File: config.mk
export PLATFORM = sky130hd
export DESIGN_NAME = dma_chain_ch
export DESIGN_NICKNAME = d
export VERILOG_FILES = /design/src/rtl/dma_chain_ch.sv
export SDC_FILE = /design/constraint.sdc
export NUM_CORES = 1
export LEC_CHECK = 0
export BUFFER_PORTS_ARGS = -buffer_cell sky130_fd_sc_hd__buf_2
export CORE_UTILIZATION = 53
export CTS_CLUSTER_DIAMETER = 30
export DETAILED_ROUTE_END_ITERATION = 16
export PLACE_DENSITY = 0.78
export SKIP_LAST_GASP = 1
export SLEW_MARGIN = 20
export SYNTH_ARGS = -nofsm -noshare
export SYNTH_HDL_FRONTEND = slang
export SYNTH_SLANG_ARGS = --single-unit
File: constraint.sdc
create_clock -name clk -period 3.1 [get_ports clk]
set_clock_uncertainty 0.1 [all_clocks]
set_input_delay 0.465 -clock clk [delete_from_list [all_inputs] [get_ports clk]]
set_output_delay 0.465 -clock clk [all_outputs]
set_load 0.02 [all_outputs]
File: src/rtl/dma_chain_ch.sv
module dma_chain_ch (
  input  logic        clk,
  input  logic        rst_n,
  input  logic        reg_we,
  input  logic [4:0]  reg_addr,
  input  logic [31:0] reg_wdata,
  output logic [31:0] reg_rdata,
  output logic        mem_req,
  output logic        mem_we,
  output logic [31:0] mem_addr,
  output logic [31:0] mem_wdata,
  input  logic        mem_ack,
  input  logic [31:0] mem_rdata,
  output logic        dev_req,
  output logic        dev_we,
  output logic [31:0] dev_addr,
  output logic [31:0] dev_wdata,
  input  logic        dev_ack,
  input  logic [31:0] dev_rdata,
  output logic        irq
);
  localparam logic [4:0] A_HADDR = 5'h00;
  localparam logic [4:0] A_DADDR = 5'h04;
  localparam logic [4:0] A_COUNT = 5'h08;
  localparam logic [4:0] A_DPTR  = 5'h0C;
  localparam logic [4:0] A_MODE  = 5'h10;
  localparam logic [4:0] A_CSR   = 5'h14;

  typedef enum logic [2:0] {S_IDLE, S_FETCH, S_RD, S_WR, S_END} st_t;
  st_t st;

  logic [31:0] haddr_q, daddr_q, bcnt_q, dbuf_q;
  logic [27:0] dp_hi_q, lnk_next_q;
  logic [2:0]  dp_lo_q, mode_q;
  logic [1:0]  idx_q;
  logic        lnk_eoc_q, lnk_ie_q;
  logic        de_q, act_q, td_q, dd_q, ddie_q, abt_q;

  wire chain   = mode_q[0];
  wire tdie    = mode_q[1];
  wire to_dev  = mode_q[2];
  wire csr_wr  = reg_we && reg_addr == A_CSR;
  wire cfg_wr  = reg_we && !act_q;
  wire copy_rd = st == S_RD && bcnt_q != 32'd0;
  wire wr_ph   = st == S_WR;
  wire src_ack = to_dev ? mem_ack : dev_ack;
  wire dst_ack = to_dev ? dev_ack : mem_ack;
  wire [31:0] src_data = to_dev ? mem_rdata : dev_rdata;

  assign mem_req   = st == S_FETCH || (to_dev ? copy_rd : wr_ph);
  assign mem_we    = wr_ph && !to_dev;
  assign mem_addr  = st == S_FETCH ? {dp_hi_q, idx_q, 2'b00} : haddr_q;
  assign mem_wdata = dbuf_q;
  assign dev_req   = to_dev ? wr_ph : copy_rd;
  assign dev_we    = wr_ph && to_dev;
  assign dev_addr  = daddr_q;
  assign dev_wdata = dbuf_q;
  assign irq       = (td_q && tdie) || (dd_q && ddie_q);

  always_comb begin
    case (reg_addr)
      A_HADDR: reg_rdata = haddr_q;
      A_DADDR: reg_rdata = daddr_q;
      A_COUNT: reg_rdata = bcnt_q;
      A_DPTR:  reg_rdata = {dp_hi_q, to_dev, dp_lo_q};
      A_MODE:  reg_rdata = {29'd0, mode_q};
      A_CSR:   reg_rdata = {27'd0, dd_q, td_q, 1'b0, act_q, de_q};
      default: reg_rdata = 32'd0;
    endcase
  end

  always_ff @(posedge clk) begin
    if (!rst_n) begin
      st <= S_IDLE;
      haddr_q <= '0; daddr_q <= '0; bcnt_q <= '0; dbuf_q <= '0;
      dp_hi_q <= '0; dp_lo_q <= '0; mode_q <= '0; idx_q <= '0;
      lnk_next_q <= '0; lnk_eoc_q <= 1'b0; lnk_ie_q <= 1'b0;
      de_q <= 1'b0; act_q <= 1'b0; td_q <= 1'b0; dd_q <= 1'b0;
      ddie_q <= 1'b0; abt_q <= 1'b0;
    end else begin
      if (cfg_wr) begin
        case (reg_addr)
          A_HADDR: haddr_q <= reg_wdata;
          A_DADDR: daddr_q <= reg_wdata;
          A_COUNT: bcnt_q  <= reg_wdata;
          A_DPTR:  begin dp_hi_q <= reg_wdata[31:4]; dp_lo_q <= reg_wdata[2:0]; end
          A_MODE:  mode_q  <= reg_wdata[2:0];
          default: ;
        endcase
      end
      if (csr_wr) begin
        if (reg_wdata[3]) td_q <= 1'b0;
        if (reg_wdata[4]) begin dd_q <= 1'b0; ddie_q <= 1'b0; end
        if (reg_wdata[2]) begin
          if (act_q) abt_q <= 1'b1;
          else       de_q  <= 1'b0;
        end else if (!act_q) begin
          de_q <= reg_wdata[0];
          if (reg_wdata[1:0] == 2'b11) begin
            act_q     <= 1'b1;
            abt_q     <= 1'b0;
            idx_q     <= 2'd0;
            lnk_eoc_q <= 1'b1;
            lnk_ie_q  <= 1'b0;
            st        <= chain ? S_FETCH : S_RD;
          end
        end
      end
      case (st)
        S_FETCH: if (mem_ack) begin
          case (idx_q)
            2'd0: haddr_q <= mem_rdata;
            2'd1: daddr_q <= mem_rdata;
            2'd2: bcnt_q  <= mem_rdata;
            default: begin
              lnk_next_q <= mem_rdata[31:4];
              lnk_eoc_q  <= mem_rdata[1];
              lnk_ie_q   <= mem_rdata[2];
            end
          endcase
          idx_q <= idx_q + 2'd1;
          if (abt_q) begin
            st <= S_IDLE; act_q <= 1'b0; de_q <= 1'b0; abt_q <= 1'b0;
          end else if (idx_q == 2'd3) st <= S_RD;
        end
        S_RD: begin
          if (bcnt_q == 32'd0) st <= S_END;
          else if (src_ack) begin
            dbuf_q <= src_data;
            if (abt_q) begin
              st <= S_IDLE; act_q <= 1'b0; de_q <= 1'b0; abt_q <= 1'b0;
            end else st <= S_WR;
          end
        end
        S_WR: if (dst_ack) begin
          haddr_q <= haddr_q + 32'd4;
          daddr_q <= daddr_q + 32'd4;
          bcnt_q  <= bcnt_q > 32'd4 ? bcnt_q - 32'd4 : 32'd0;
          if (abt_q) begin
            st <= S_IDLE; act_q <= 1'b0; de_q <= 1'b0; abt_q <= 1'b0;
          end else st <= S_RD;
        end
        S_END: begin
          dd_q <= 1'b1;
          if (lnk_ie_q) ddie_q <= 1'b1;
          if (abt_q) begin
            st <= S_IDLE; act_q <= 1'b0; de_q <= 1'b0; abt_q <= 1'b0;
          end else if (chain && !lnk_eoc_q) begin
            dp_hi_q <= lnk_next_q;
            dp_lo_q <= 3'd0;
            idx_q   <= 2'd0;
            st      <= S_FETCH;
          end else begin
            td_q  <= 1'b1;
            act_q <= 1'b0;
            abt_q <= 1'b0;
            st    <= S_IDLE;
          end
        end
        default: ;
      endcase
    end
  end
endmodule

* Word-level counts from Yosys, hierarchy flattened
Index checks and enable logic that the tools add are counted. W data, S select, Z words.
Operators by class: eq/ne operators 13, add/subtract/negate cells 4, bitwise gates (word level) 2, shifts and indexed selects 0, multiply operators 0, divide/modulo/power cells 0, reductions and logical operators 24, mux-type cells 121, order comparisons 1
Operators with widths (number):
- $mux W32 | 18
- $pmux W32 S2 | 3
- $pmux W32 S6 | 1
- $mux W28 | 5
- $add A32 B3 Y32 const B | 2
- $mux W1 | 64
- $mux W3 | 15
- $gt A32 B3 Y1 const B | 1
- $logic_not A32 Y1 | 1
- $reduce_bool A32 Y1 | 1
- $sub A32 B3 Y32 const B | 1
- $mux W2 | 10
- $pmux W1 S4 | 3
- $pmux W3 S4 | 1
- $eq A5 B4 Y1 const B | 2
- $eq A5 B5 Y1 const B | 2
- $logic_and A1 B1 Y1 | 8
- $eq A2 B2 Y1 const B | 3
- $eq A3 B2 Y1 const B | 2
- $reduce_and A3 Y1 | 2
- $eq A5 B3 Y1 const B | 1
- $logic_not A5 Y1 | 1
- $pmux W2 S2 | 1
- $reduce_and A2 Y1 | 2
- other kinds (10) | 15
Storage, ports and cells: register bits 203, word-level logic and storage cells 183, output and inout port bits 165, ROM bits 0, memories kept 0, bits in latches 0, RAM bits 0

* Logic depth before layout (Yosys ltp)
Gate-level depths: netlist (run 1).
depth in word-level cells 9, mapped depth 10, depth with buffers taken out 8

* Least setup slack after synthesis (run 1)
No wires, ideal clock.
path kind reg2out, start reg bcnt_q[4], end out mem_req, buffers on the path 1, data required time 2.535 ns, stages on the path, launching flop included 6, data arrival time 1.971 ns, setup slack 0.564 ns, cell sequence dfxtp_1 nor4_4 nand4_2 or4_1 buf_2 a311o_1
On the way: longest elaborated chain between the ends 4
Ends and longest elaborated chain:
- start: declaration | RTL line 32 | logic [31:0] haddr_q, daddr_q, bcnt_q, dbuf_q;
- start signal: assignment | RTL line 85 | A_COUNT: bcnt_q <= reg_wdata;
- start signal: assignment | RTL line 114 | 2'd2: bcnt_q <= mem_rdata;
- start signal: assignment | RTL line 138 | bcnt_q <= bcnt_q > 32'd4 ? bcnt_q - 32'd4 : 32'd0;
- $reduce_bool A32 Y1 | RTL line 44 | wire copy_rd = st == S_RD && bcnt_q != 32'd0;
- $logic_and A1 B1 Y1 | RTL line 44
- $mux W1 | RTL line 50 | assign mem_req = st == S_FETCH || (to_dev ? copy_rd : wr_ph);
- $logic_or A1 B1 Y1 | RTL line 50
- end: declaration | RTL line 8 | output logic mem_req,
No other way between the ends.

* Worst setup path after layout (run 1)
start reg bcnt_q[6], end out mem_req
The elaborated chain is that of the path after synthesis.

==> results of run 1 <==
per-layer routing:
layer / global-route usage / wire (um) / vias up
met3: 0.07594 / 5656 / 170
li1: - / - / 6181
met5: 0 / 0 / -
met4: 0.1708 / 1698 / 0
met1: 0.4701 / 17950 / 6640
met2: 0.5833 / 21230 / 976
power by group through the flow:
stage	registers (W)	logic [W]	clock network, W
2_1_floorplan	0.00270	0.000220	0
3_3_place_gp	0.00270	0.000425	0
3_5_place_dp	0.00270	0.000430	0
4_1_cts	0.00265	0.000442	0.00521
5_1_grt	0.00265	0.000483	0.00539
6_report	0.00265	0.000458	0.00522
final timing paths:
kind | start | end | slack [ns]
max | bcnt_q[6] | mem_req | 0.04
min | mem_rdata[20] | lnk_next_q[16] | 0.13
max reg2reg | st[1] | dev_addr[1] | 0.29
min reg2reg | lnk_next_q[25] | lnk_next_q[25] | 0.35
through the flow:
step / total power (W) / setup WS, ns
finish: 0.008329 / 0.04312
detailed placement: 0.003130 / 0.2939
global placement: 0.003124 / 0.3729
floorplan: 0.002916 / 0.5638
global route: 0.008527 / 0.01440
CTS: 0.008310 / 0.01593
final cells by class:
cell class	count	area (sq um)
clock buffer	72	1458
multi-input combinational	1208	8103
fill	1909	7654
sequential	203	4074
clock inverter	19	235.2
inverter	11	43.79
tap	319	399.1
timing repair buffer	321	1787
sequential cells by signal, indices dropped and copies added (netlist names):
| name | cells |
|---|---|
| td_q | 1 |
| de_q | 1 |
| act_q | 1 |
| mode_q | 3 |
| bcnt_q | 32 |
| dd_q | 1 |
| dp_lo_q | 3 |
| lnk_next_q | 28 |
| lnk_eoc_q | 1 |
| dp_hi_q | 28 |
| ddie_q | 1 |
| st | 3 |
| abt_q | 1 |
| haddr_q | 32 |
| idx_q | 2 |
| lnk_ie_q | 1 |
| dev_wdata | 32 |
| dev_addr | 32 |
cell usage after synthesis, types with 32 or more instances:
| library cell | number | area share |
|---|---|---|
| nand2_1 | 240 | 0.070 |
| dfxtp_1 | 203 | 0.31 |
| nor2_1 | 126 | 0.037 |
| clkbuf_1 | 118 | 0.034 |
| a22oi_1 | 87 | 0.050 |
| mux2i_1 | 86 | 0.066 |
| nand3_1 | 73 | 0.028 |
| mux2_2 | 65 | 0.057 |
| a21oi_1 | 59 | 0.023 |
| xor2_1 | 51 | 0.034 |
| and2_1 | 41 | 0.020 |
| nor2b_1 | 34 | 0.016 |
| a222oi_1 | 33 | 0.026 |
| buf_4 | 32 | 0.019 |
| o21ai_0 | 32 | 0.012 |
tightest hold or removal path, cell delays in order:
cell and delay, ns:
buf_2 0.14, nand2_1 0.06, a21oi_1 0.05
logic make-up after synthesis:
| family | Yosys count | synth area share |
|---|---|---|
| adders and majority gates | 9 | 0.008695 |
| and+or+nand+nor | 632 | 0.2324 |
| buffers and inverters | 184 | 0.06579 |
| AOI/OAI and AO/OA | 339 | 0.2042 |
| muxes | 151 | 0.1230 |
| DFF | 203 | 0.3138 |
| xor gates and xnor gates | 77 | 0.05207 |
what timing repair did:
item,4_1_cts,5_1_grt
pin swaps,4,5
gates resized for setup,8,6
setup endpoints to repair,1,2
setup buffers,3,3
==> impl_results.md, run 1 <==
- Max-cap violations: 0
- CTS H-Tree Depth: 2
- Cell variety after synth: 63
- WHS: 0.1300 ns
- Syn-to-layout area delta: 24.31%
- Worst-Margin Slew: 0.9617 ns
- Drt first-iter violations: 1744
- Worst slew margin: 0.3589
- CTS tree: built
- Most common cell after layout, fill and taps aside: buf_2
- Core area: 0.02375 sq mm
- Routed wire length: 46530 um
- FF+latch count, synth: 203
- Dpl cell area: 0.01432 sq mm
- Tot GR Track Use: 0.3652
- Max FO, Critical Path: 5
- Port Buffer Count: 270
- Slew Limit Fails: 0
- Clock Pin Slew Worst Setup and Hold Paths: 0.05 ns
- Switching share of power: 0.2276
- Hold_buf cts: 0
- IO Count: 271
- Share of layout cells above drive strength 1: 0.2912
- Critical path type: reg2out
- Flop pwr share: 0.319
- Part of the cycle the worst path needs: 0.9861
- Synthesis Warnings: 0
- DRC viols: 0
- Initial DRT Pass Iterations: 9
- Routed Antenna Nets: 0
- WP depth: 5
- RSZ-0062 raised after global routing: no
- Root Buffer: clkbuf_16
- Top FF cell, synth: dfxtp_1
- Nets: 1910
- Switching power total: 0.001896 W
- CTS max path bufs: 3
- EDFF count, synth: 0
- Wire length per cell: 21.61 um
- Die area: 0.02507 sq mm
- Ys async rst share: 0
- DP HPWL: 30030 um
- Hold Path Class: in2reg
- Comb pwr share: 0.055
- Synth Instances: 1595
- Startpoint Class: flip-flop
- Leakage: 6.667 nW
- Standard-cell row count: 56
- Gpl congestion: 0.9106
- Clock power frac: 0.626
- R2R depth: 6
- Req. time, crit path: 2.53 ns
- Antenna violations before repair: 0
- Worst path bufs/invs: 1
- Largest net degree at the start of global routing: 86
- Clock Sink Count: 203
- CP peak stage delay: 0.55 ns
- Initial core utilization: 0.5452
- Antenna cells: 0
- Status: completed
- Commonest non-fill, non-tap cells in the layout: buf_2 (269), nand2_1 (240), dfxtp_1 (197), nor2_1 (122), a22oi_1 (87)
- Clk_lat worst skew: 0.54 ns
- Vias in the first global route: 13183
- Congestion Overflow GR: 0
- Post-route cell area: 0.01610 sq mm
- Inst Count DP: 2056
- Peak VDD IR: 0.4521 mV
- Avg Cell Area, Syn: 8.120 sq um
- Die height: 158.3 um
- Critical path cell sequence: nor4_4, nand4_2, or4_4, a311o_1, buf_4
- Num CTS Buffers: 50
- Syn_nets: 1710
- Sequential area share after synthesis: 0.3138
- Fin util: 0.6778
- Worst endpoint data arrival time: 2.49 ns
- Vias per Instance: 6.487
- CP top delay family: simple AND/OR/NAND/NOR gates
- P_int: 0.006433 W
- Worst setup EP type: output pin
- Hold Path Depth: 3
- Number of setup violations in the final report: 0
- Final critical-path required period: 3.057 ns
- DR vias: 13967
- Crit path max-delay cell type: or4_4
- Die Wd: 158.3 um
- Fin Setup TNS: 0 ns
- Final cell count without fillers: 2153
- Final Hold Fails: 0
- Power density cells: 517.3 mW/mm^2
- First-pass GRT wire length: 71660 um
- Fmax: 0.3271 GHz
- Post-Syn Area: 0.01295 sq mm
No activity file was read; power rests on OpenSTA's default activity.
==> inputs of run 2 (changes only) <==
--- a/config.mk
+++ b/config.mk
@@ -10,6 +10,7 @@
 export CTS_CLUSTER_DIAMETER = 30
 export DETAILED_ROUTE_END_ITERATION = 16
 export PLACE_DENSITY = 0.78
+export REMOVE_ABC_BUFFERS = 1
 export SKIP_LAST_GASP = 1
 export SLEW_MARGIN = 20
 export SYNTH_ARGS = -nofsm -noshare
==> run 2 against run 1 <==
Net effect: cell count increased by 0.70%; design area increased by 1.7%; sequential share of layout area decreased by 0.45 points; total power increased by 7.6%.
==> impl_results.md, run 2 (synthesis gave the netlist of run 1 again) <==
- Req. time, crit path: 2.53 ns (about the same)
- Worst setup path start: bcnt_q[12] (was bcnt_q[6])
- Die Wd: 158.3 um (unchanged)
- Peak VDD IR: 0.3756 mV (was 0.4521 mV)
- Vias in the first global route: 13636 (was 13183)
- Nets: 1921 (was 1910)
- DP HPWL: 30800 um (was 30030 um)
- Worst slew margin: 0.3553 (was 0.3589)
- Number of setup violations in the final report: 0 (unchanged)
- Reg-to-Reg Start: st[1] (unchanged)
- Final critical-path required period: 3.044 ns (was 3.057 ns)
- DRC viols: 0 (unchanged)
- Congestion Overflow GR: 0 (unchanged)
- CTS tree: built (unchanged)
- Reg-to-reg slack, setup: 0.32 ns (was 0.29 ns)
- Clock Sink Count: 203 (unchanged)
- Gpl congestion: 0.9234 (was 0.9106)
- Fin util: 0.6896 (was 0.6778)
- IO Count: 271 (unchanged)
- Routed Antenna Nets: 0 (unchanged)
- Place WS: 0.3434 ns (was 0.2939 ns)
- Leakage: 6.826 nW (was 6.667 nW)
- Critical path cell sequence: nor4_2, buf_4, nand4_1, or4_4, a311o_1, buf_2 (was nor4_4, nand4_2, or4_4, a311o_1, buf_4)
- Antenna violations before repair: 0 (unchanged)
- Final Hold Fails: 0 (unchanged)
- Final Total Pwr: 0.008963 W (was 0.008329 W)
- First-pass GRT wire length: 73070 um (was 71660 um)
- Wire length per cell: 21.72 um (was 21.61 um)
- Worst endpoint data arrival time: 2.48 ns (was 2.49 ns)
- Core area: 0.02375 sq mm (unchanged)
- Startpoint Class: flip-flop (unchanged)
- Commonest non-fill, non-tap cells in the layout: buf_2 (270), nand2_1 (240), dfxtp_1 (197), nor2_1 (122), a22oi_1 (87) (was buf_2 (269), nand2_1 (240), dfxtp_1 (197), nor2_1 (122), a22oi_1 (87))
- Inst Count DP: 2067 (was 2056)
- R2R depth: 6 (unchanged)
- WP depth: 6 (was 5)
- Worst hold start: mem_rdata[5] (was mem_rdata[20])
- Worst path bufs/invs: 2 (was 1)
- Power density cells: 547.2 mW/mm^2 (was 517.3 mW/mm^2)
- CP top delay family: simple AND/OR/NAND/NOR gates (unchanged)
- Setup crit end: mem_req (unchanged)
- CP peak stage delay: 0.54 ns (was 0.55 ns)
- Drt first-iter violations: 1798 (was 1744)
- Setup slack after layout: 0.05600 ns (was 0.04312 ns)
- Crit path max-delay cell type: or4_4 (unchanged)
- Most common cell after layout, fill and taps aside: buf_2 (unchanged)
- Hold Path Class: in2reg (unchanged)
- Max FO, Critical Path: 7 (was 5)
- Antenna cells: 0 (unchanged)
- Port Buffer Count: 270 (unchanged)
- Syn-to-layout area delta: 26.48% (was 24.31%)
- Status: completed (unchanged)
- Clk_lat worst skew: 0.56 ns (was 0.54 ns)
- Worst setup EP type: output pin (unchanged)
- CTS H-Tree Depth: 2 (unchanged)
- R2R Path End: dev_addr[1] (unchanged)
- Tot GR Track Use: 0.3716 (was 0.3652)
- Die area: 0.02507 sq mm (unchanged)
- Vias per Instance: 6.430 (was 6.487)
- Die height: 158.3 um (unchanged)
- CTS max path bufs: 3 (unchanged)
- Final cell count without fillers: 2168 (was 2153)
- Fmax: 0.3285 GHz (was 0.3271 GHz)
- Routed wire length: 47100 um (was 46530 um)
- DR vias: 13940 (was 13967)
- Slew Limit Fails: 0 (unchanged)
- Part of the cycle the worst path needs: 0.9819 (was 0.9861)
- Critical path type: reg2out (unchanged)
- Initial DRT Pass Iterations: 7 (was 9)
- Initial core utilization: 0.5452 (unchanged)
- Share of layout cells above drive strength 1: 0.3007 (was 0.2912)
- Largest net degree at the start of global routing: 86 (unchanged)
- Max-cap violations: 0 (unchanged)
- Root Buffer: clkbuf_16 (unchanged)
- Clock Pin Slew Worst Setup and Hold Paths: 0.05 ns (about the same)
- Num CTS Buffers: 51 (was 50)
- Worst-Margin Slew: 0.9671 ns (was 0.9617 ns)
- RSZ-0062 raised after global routing: no (unchanged)
- Standard-cell row count: 56 (unchanged)
[run 2: cell types whose count changed in the layout (fill, tap and decap cells not counted), sizes merged]
cell / delta
inv: +1
clkinv: +3
bufinv: +6
buf: +10
clkbuf: -5
[run 2: layout make-up]
class	instances	area, sq um
repair buffers	331	1847
inverters	11	43.79
flip-flops and latches	203	4071
multi-input cells	1208	8118
fillers	1835	7372
clock buffers	67	1448
well taps	319	399.1
clock inverters	29	454.2
[run 2: repair_timing]
item,4_1_cts,5_1_grt
hold buffers,0,0
buffers inserted,4,1
endpoints found under the hold margin,0,0
gates resized for setup,6,7
pin swaps,5,2
endpoints found under the setup margin,2,1
[run 2: stage by stage]
step	hold WS [ns]	TNS, ns	instance area [sq um]
6_report	0.1109	0	16380
4_1_cts	0.09942	0	16350
5_1_grt	0.1215	0	16380
3_5_place_dp	0.3467	0	14390
2_1_floorplan	0.3359	-124.03	12140
3_3_place_gp	0.3424	0	14390
[run 2: worst min-delay path by stage]
stage	to	slack, ns	cells past startpoint
2_1_floorplan	dp_lo_q[0]	0.34	2
3_3_place_gp	lnk_next_q[11]	0.34	2
3_5_place_dp	lnk_next_q[25]	0.35	2
4_1_cts	lnk_next_q[1]	0.1	3
5_1_grt	lnk_next_q[1]	0.12	3
6_report	lnk_next_q[1]	0.11	3
[run 2: metal layers]
metal / vias up / part of all wire / global-route usage
met5: - / 0 / 0
met4: 0 / 0.048 / 0.2005
met3: 207 / 0.11 / 0.07703
met2: 930 / 0.46 / 0.6042
met1: 6597 / 0.38 / 0.4600
li1: 6206 / - / -
[run 2: worst reg2reg max path: cells and delay by family, from the launching register on]
| family | cells | cell delay, ns |
|---|---|---|
| and+or+nand+nor | 5 | 1.61 |
| DFF | 1 | 0.62 |
| AOI/OAI and AO/OA | 1 | 0.32 |
[run 2: power by group]
part           internal (W)  leakage, nW  switching [W]  total, W
clock               0.00417        0.920        0.00168   0.00585
combinational      0.000169         4.27       0.000293  0.000462
sequential          0.00263         1.64      0.0000203   0.00265
